`src/rtl/gpio_quad_port.sv`:
```
module gpio_quad_port #(
  parameter int DW      = 8,
  parameter int AW      = 2,
  parameter int NBI     = 3,
  parameter int SYNC    = 2,
  parameter bit REDUCED = 1'b0
) (
  input  logic          clk,
  input  logic          rst_n,
  input  logic          mclr_en,
  input  logic [AW-1:0] addr,
  input  logic          wr_en,
  input  logic [DW-1:0] wr_data,
  output logic [DW-1:0] rd_data,
  input  logic [NBI:0]  pad_in,
  output logic [NBI-1:0] pad_oe,
  output logic [NBI-1:0] pad_out,
  output logic          mclr_req
);
  localparam int NP = NBI + 1;
  localparam logic [AW-1:0] A_PORT  = AW'(0);
  localparam logic [AW-1:0] A_LATCH = AW'(1);
  localparam logic [AW-1:0] A_DIR   = AW'(2);
  localparam logic [AW-1:0] A_ANSEL = AW'(3);
  localparam logic [NP-1:0] SYNC_RST = {1'b1, {NBI{1'b0}}};

  logic [NP-1:0] sync_q [SYNC];
  logic [NP-1:0] pin_s;
  logic [NBI-1:0] lat_q, dir_q, ana_q;
  logic [NBI-1:0] bidir_rd;
  logic           pin3_rd;
  logic [DW-1:0]  port_val;
  logic           unused_wr;

  always_ff @(posedge clk or negedge rst_n) begin
    if (!rst_n) begin
      for (int i = 0; i < SYNC; i++) sync_q[i] <= SYNC_RST;
    end else begin
      sync_q[0] <= pad_in;
      for (int i = 1; i < SYNC; i++) sync_q[i] <= sync_q[i-1];
    end
  end

  assign pin_s = sync_q[SYNC-1];

  generate
    if (REDUCED) begin : g_reduced
      assign lat_q    = '0;
      assign dir_q    = '1;
      assign ana_q    = '1;
      assign pad_oe   = '0;
      assign pad_out  = '0;
      assign bidir_rd = '0;
    end else begin : g_full
      always_ff @(posedge clk or negedge rst_n) begin
        if (!rst_n) begin
          lat_q <= '0;
          dir_q <= '1;
          ana_q <= '1;
        end else if (wr_en) begin
          if (addr == A_PORT || addr == A_LATCH) lat_q <= wr_data[NBI-1:0];
          if (addr == A_DIR)   dir_q <= wr_data[NBI-1:0];
          if (addr == A_ANSEL) ana_q <= wr_data[NBI-1:0];
        end
      end
      assign pad_oe   = ~dir_q;
      assign pad_out  = lat_q;
      assign bidir_rd = pin_s[NBI-1:0] & ~ana_q;
    end
  endgenerate

  assign pin3_rd  = ~mclr_en & pin_s[NBI];
  assign mclr_req = mclr_en & ~pin_s[NBI];
  assign port_val = DW'({pin3_rd, bidir_rd});
  assign unused_wr = ^wr_data[DW-1:NBI];

  always_comb begin
    rd_data = '0;
    case (addr)
      A_PORT:  rd_data = port_val;
      A_LATCH: rd_data = REDUCED ? '0 : DW'(lat_q);
      A_DIR:   rd_data = REDUCED ? '0 : DW'(dir_q);
      A_ANSEL: rd_data = REDUCED ? '0 : DW'(ana_q);
      default: rd_data = '0;
    endcase
  end
endmodule


```
`config.mk`:
```
export PLATFORM = sky130hd
export DESIGN_NAME = gpio_quad_port
export DESIGN_NICKNAME = d
export VERILOG_FILES = /design/src/rtl/gpio_quad_port.sv
export SDC_FILE = /design/constraint.sdc
export NUM_CORES = 1
export LEC_CHECK = 0
export BUFFER_PORTS_ARGS = -buffer_cell sky130_fd_sc_hd__buf_2
export CAP_MARGIN = 20
export CORE_MARGIN = 2
export CORE_UTILIZATION = 44
export DETAILED_ROUTE_END_ITERATION = 8
export GPL_TIMING_DRIVEN = 0
export MAX_ROUTING_LAYER = met4
export PLACE_DENSITY = 0.82
export SYNTH_ARGS = -nofsm -noshare
export SYNTH_HDL_FRONTEND = slang
export SYNTH_SLANG_ARGS = --single-unit
```
`constraint.sdc`:
```
create_clock -name clk -period 1.4 [get_ports clk]
set_input_delay 0.14 -clock clk [delete_from_list [all_inputs] [get_ports clk]]
set_output_delay 0.14 -clock clk [all_outputs]
set_load 0.005 [all_outputs]
```
## Word level (Yosys, flattened, before mapping)

Cells that the tools add are included.

- Logic and storage cells: 21
- Flip-flop bits (word level): 17
- Bits of input ports: 18
- Output and inout port bits: 15

- Bitwise logic cells: 7
- Muxes and demuxes: 1
- Equal/unequal tests: 3
- Reductions and logical operators: 5

Operators by type and width:

| cell | number |
|---|---|
| case mux 8 bit (4 select lines) | 1 |
| inverter 3 bit | 2 |
| AND reduction 2 bit | 3 |
| equality test 2 bit (second input constant) | 2 |
| AND 3 bit | 1 |
| AND 1 bit | 2 |
| equality test 2 x 1 -> 1 bit (second input constant) | 1 |
| zero test 2 bit | 1 |
| inverter 1 bit | 2 |
| logical OR 1 bit | 1 |

## Depth between registers and ports, before layout

- Depth in word-level cells: 3
- Mapped depth: 3
- Mapped depth without buffers: 2

## Least setup slack after synthesis

OpenSTA, ideal clock, no wires.

- Path type: reg-to-output
- Start point: register ana_q[0]
- End point: output rd_data[0]
- Arrival time: 1.152 ns
- Path slack: 0.108 ns
- Data required time: 1.260 ns
- Cell stages (with the launch flop): 3
- Path buffers: 0
- Cells stage by stage: dfstp_2 -> and2b_1 -> mux4_1

- Longest elaborated chain between the ends: 3

Ends and longest elaborated chain:

| item | line | text |
|---|---|---|
| start, declared | 29 | `logic [NBI-1:0] lat_q, dir_q, ana_q;` |
| start signal, assigned | 63 | `if (addr == A_ANSEL) ana_q <= wr_data[NBI-1:0];` |
| inverter 3 bit | 68 | `assign bidir_rd = pin_s[NBI-1:0] & ~ana_q;` |
| AND 3 bit | 68 |  |
| case mux 8 bit (4 select lines) * | 79 | `case (addr)` |
| end, declared | 14 | `output logic [DW-1:0] rd_data,` |

Every way passes the cells marked *; elsewhere a longest branch is shown, timed or not. The select of a mux whose other input is x is not followed.

## Final worst setup path

- Start point: register ana_q[2]
- End point: output rd_data[2]

The elaborated chain is that of the path after synthesis.

==> flow_summary_export.csv <==
group,metric,value,unit
run_status,status,"complete, but fails checks",
run_status,violations_in_the_final_reports,"negative setup slack",
sta,finalWorstSetupSlack,-319,ps
drt,detail_route.drc_violations,0,
sta,clock-skew-final,4.95,ps
drt,wire_length_reported_by_the_detailed_router,1260,um
floorplanning,count_of_standard_cell_rows,14,
drt,vias,464,
clock_network,cts_tree,"yes",
layout,antenna_cells,0,
clock_network,max-clock-path-buffers,2,
worst_setup_path,cp-end-kind,"output port",
floorplanning,initial_core_utilization,47.8,%
drt,antenna_violating_nets_post_route,0,
layout,final_layout_net_count,101,
placement,hpwlAfterDp,879,um
drt,first_pass_iters,4,
worst_setup_path,worst_ep_arrival_time,1580,ps
synth,syn_inst,46,
synth,cell_area_after_synthesis,728,um2
synth,synthesis.area_per_instance,15.8,um2
grt,top_usage_layer_grt,"met2",
drt,wire_per_inst,12.9,um
grt,grt_util_met3,3.67,%
worst_setup_path,critical_path.cell_chain,"and2b_1 -> mux4_2 -> buf_2",
placement,gp_congestion,0.643,
drt,drtIter0Drc,4,
pwr,power-per-cell-area,1150,nW/um2
worst_hold_path,min-delay-path-class,"input port to register",
synth,synth-async-reset-ratio,100,%
clock_network,clock-root-buffer,"sky130_fd_sc_hd__clkbuf_4",
sta,fin_crit,1720,ps
sta,report.final.hold_viol_count,0,
worst_setup_path,worst_ep_required_time,1260,ps
synth,synth_commonest_cells,"sky130_fd_sc_hd__dfrtp_1 (9), sky130_fd_sc_hd__mux2_2 (9), sky130_fd_sc_hd__dfstp_2 (8), sky130_fd_sc_hd__buf_4 (4)",
synth,yosysTopAreaCell,"sky130_fd_sc_hd__dfrtp_1",
run,maxCapViolCount,0,
floorplanning,pin_count,33,
grt,track_usage,14.2,%
synth,ys_seq_elements,17,
synth,synth_flop_cell,"sky130_fd_sc_hd__dfrtp_1",
clock_network,h-tree-depth,1,
grt,grt.met1_usage,16.0,%
layout,drive_above_1_share,64.6,%
synth,ys_seq_area_share,59.8,%
floorplanning,die-height,44.7,um
clock_network,clk_transition_reported_paths,90,ps
layout,final_cells,98,
sta,timing.fmax,582,MHz
sta,timing.final.setup_violations,3,
synth,number_of_warnings_printed_during_yosys_synthesis,0,
layout,area_delta_synth_final,31.3,%
placement,count_of_input_and_output_buffers,22,
grt,gr-usage-met2,22.0,%
grt,grt_remaining_overflow,0,
worst_setup_path,timing.critical_path.slowest_stage_cell,"sky130_fd_sc_hd__dfstp_2",
synth,post-synth-top-area-fraction,30.9,%
synth,synthDistinctLibCells,13,
sta,unrepaired_setup_endpoints_after_global_routing,"yes",
worst_setup_path,cp-start-kind,"register",
pwr,ir_worst_vdd,0.000593,V
drt,vias_per_cell,4.73,
grt,global_route_wire_length_before_repair,1860,um
floorplanning,dieArea,2000,um2
floorplanning,design.core.area,1520,um2
synth,synth_enable_flop_cells,0,
grt,grt_max_degree,18,
worst_setup_path,setup.worst_path.class,"register to output port",
clock_network,tritoncts_num_sinks,17,
layout,finalInstanceArea,956,um2
grt,antenna_violations_before_repair,0,
clock_network,tritoncts.num_buffers,3,
sta,finalMaxSlewViolations,0,
placement,dp.cells,87,
clock_network,clock_latency,290,ps
sta,min_period_over_period,123,%
synth,synth_top_cells_by_area,"sky130_fd_sc_hd__dfrtp_1 (31%), sky130_fd_sc_hd__dfstp_2 (29%), sky130_fd_sc_hd__mux2_2 (14%)",
layout,post-route-util,62.7,%
placement,placed_cell_area,870,um2
pwr,fin_total_pwr,0.00110,W
worst_setup_path,critical_path.max_stage_delay,550,ps
pwr,p_leak,0.462,nW
grt,vias_in_the_first_global_route,445,
worst_setup_path,worstPathMaxFanout,2,
sta,post_route_worst_hold_slack,114,ps
floorplanning,die_width,44.7,um
[registers in the layout (all words and copies together) (netlist names)]
register / flops
sync_q: 4
pin_s: 4
dir_q: 3
pad_out: 3
ana_q: 3
[report_power, final]
part           switching (W)  leakage, nW  internal (W)
clock               0.000146       0.0150      0.000111
combinational      0.0000810        0.257      0.000151
sequential         0.0000357        0.189      0.000575
[cells in the final DEF (no fill, tap or decap)]
cell	count
sky130_fd_sc_hd__mux4_2	3
sky130_fd_sc_hd__buf_6	1
sky130_fd_sc_hd__dlygate4sd3_1	5
sky130_fd_sc_hd__clkbuf_1	1
sky130_fd_sc_hd__nand3b_1	1
sky130_fd_sc_hd__inv_1	3
sky130_fd_sc_hd__nor4b_2	1
sky130_fd_sc_hd__and2b_1	3
sky130_fd_sc_hd__buf_2	22
sky130_fd_sc_hd__nor2b_1	2
sky130_fd_sc_hd__clkbuf_4	3
sky130_fd_sc_hd__buf_4	6
sky130_fd_sc_hd__dfstp_2	8
sky130_fd_sc_hd__conb_1	4
sky130_fd_sc_hd__nand3_1	1
sky130_fd_sc_hd__dfrtp_1	9
sky130_fd_sc_hd__mux2_2	9
[worst max-delay path: cells and delay by family, from the launching register on]
family        cells  cell delay (ps)
flops             1              550
buf+inv           1              140
mux               1              430
simple gates      1              170
[cell families (layout without fill, tap and decap cells)]
family | count (synthesis) | in the layout | synth area share, %
other | 1 | 4 | 0.515
flip-flops | 17 | 17 | 59.8
AND/OR/NAND/NOR | 8 | 8 | 7.73
buffers and inverters | 8 | 41 | 7.22
multiplexers | 12 | 12 | 24.7
[stage by stage]
stage	worst slack [ps]	TNS, ps
after global placement	-17.2	-41.8
after CTS	-327	-952
after global routing	-353	-1040
final	-319	-935
after floorplan	108	0
after detailed placement	-18.3	-53.6
[final timing paths]
check,cells after the start,slack (ps),end,start
worst max register to register,2,570,ana_q[2]$_DFFE_PN1P_,ana_q[2]$_DFFE_PN1P_
min in group asynchronous,2,280,pin_s[2]$_DFF_PN0_,rst_n
worst max-delay path,3,-320,rd_data[2],ana_q[2]$_DFFE_PN1P_
worst min register to register,0,350,pin_s[0]$_DFF_PN0_,sync_q[4]$_DFF_PN0_
worst min-delay path,2,110,ana_q[2]$_DFFE_PN1P_,wr_data[2]
max in group asynchronous,2,820,dir_q[1]$_DFFE_PN1P_,rst_n
[layout make-up]
cell class,count,area (um2)
fillers,126,568
flip-flops and latches,17,435
multi-input cells,24,246
repair buffers,29,175
plain buffers,5,41.3
clock buffers,4,26.3
well taps,16,20.0
inverters,3,11.3
[metal layers]
metal / part of all wire (%) / vias to the layer above / wire length, um
met5: 0 / - / 0
met4: 2.0 / 0 / 25
met3: 5.4 / 4 / 68
met2: 49 / 17 / 616
met1: 44 / 224 / 551
li1: - / 219 / -
[what timing repair did]
action,CTS,global route
endpoints found under the setup margin,3,4
gates resized for setup,3,1
setup buffers,2,0
pin swaps,0,0
endpoints found under the hold margin,13,0
hold buffers,5,0
(Power assumes the default switching activity.)
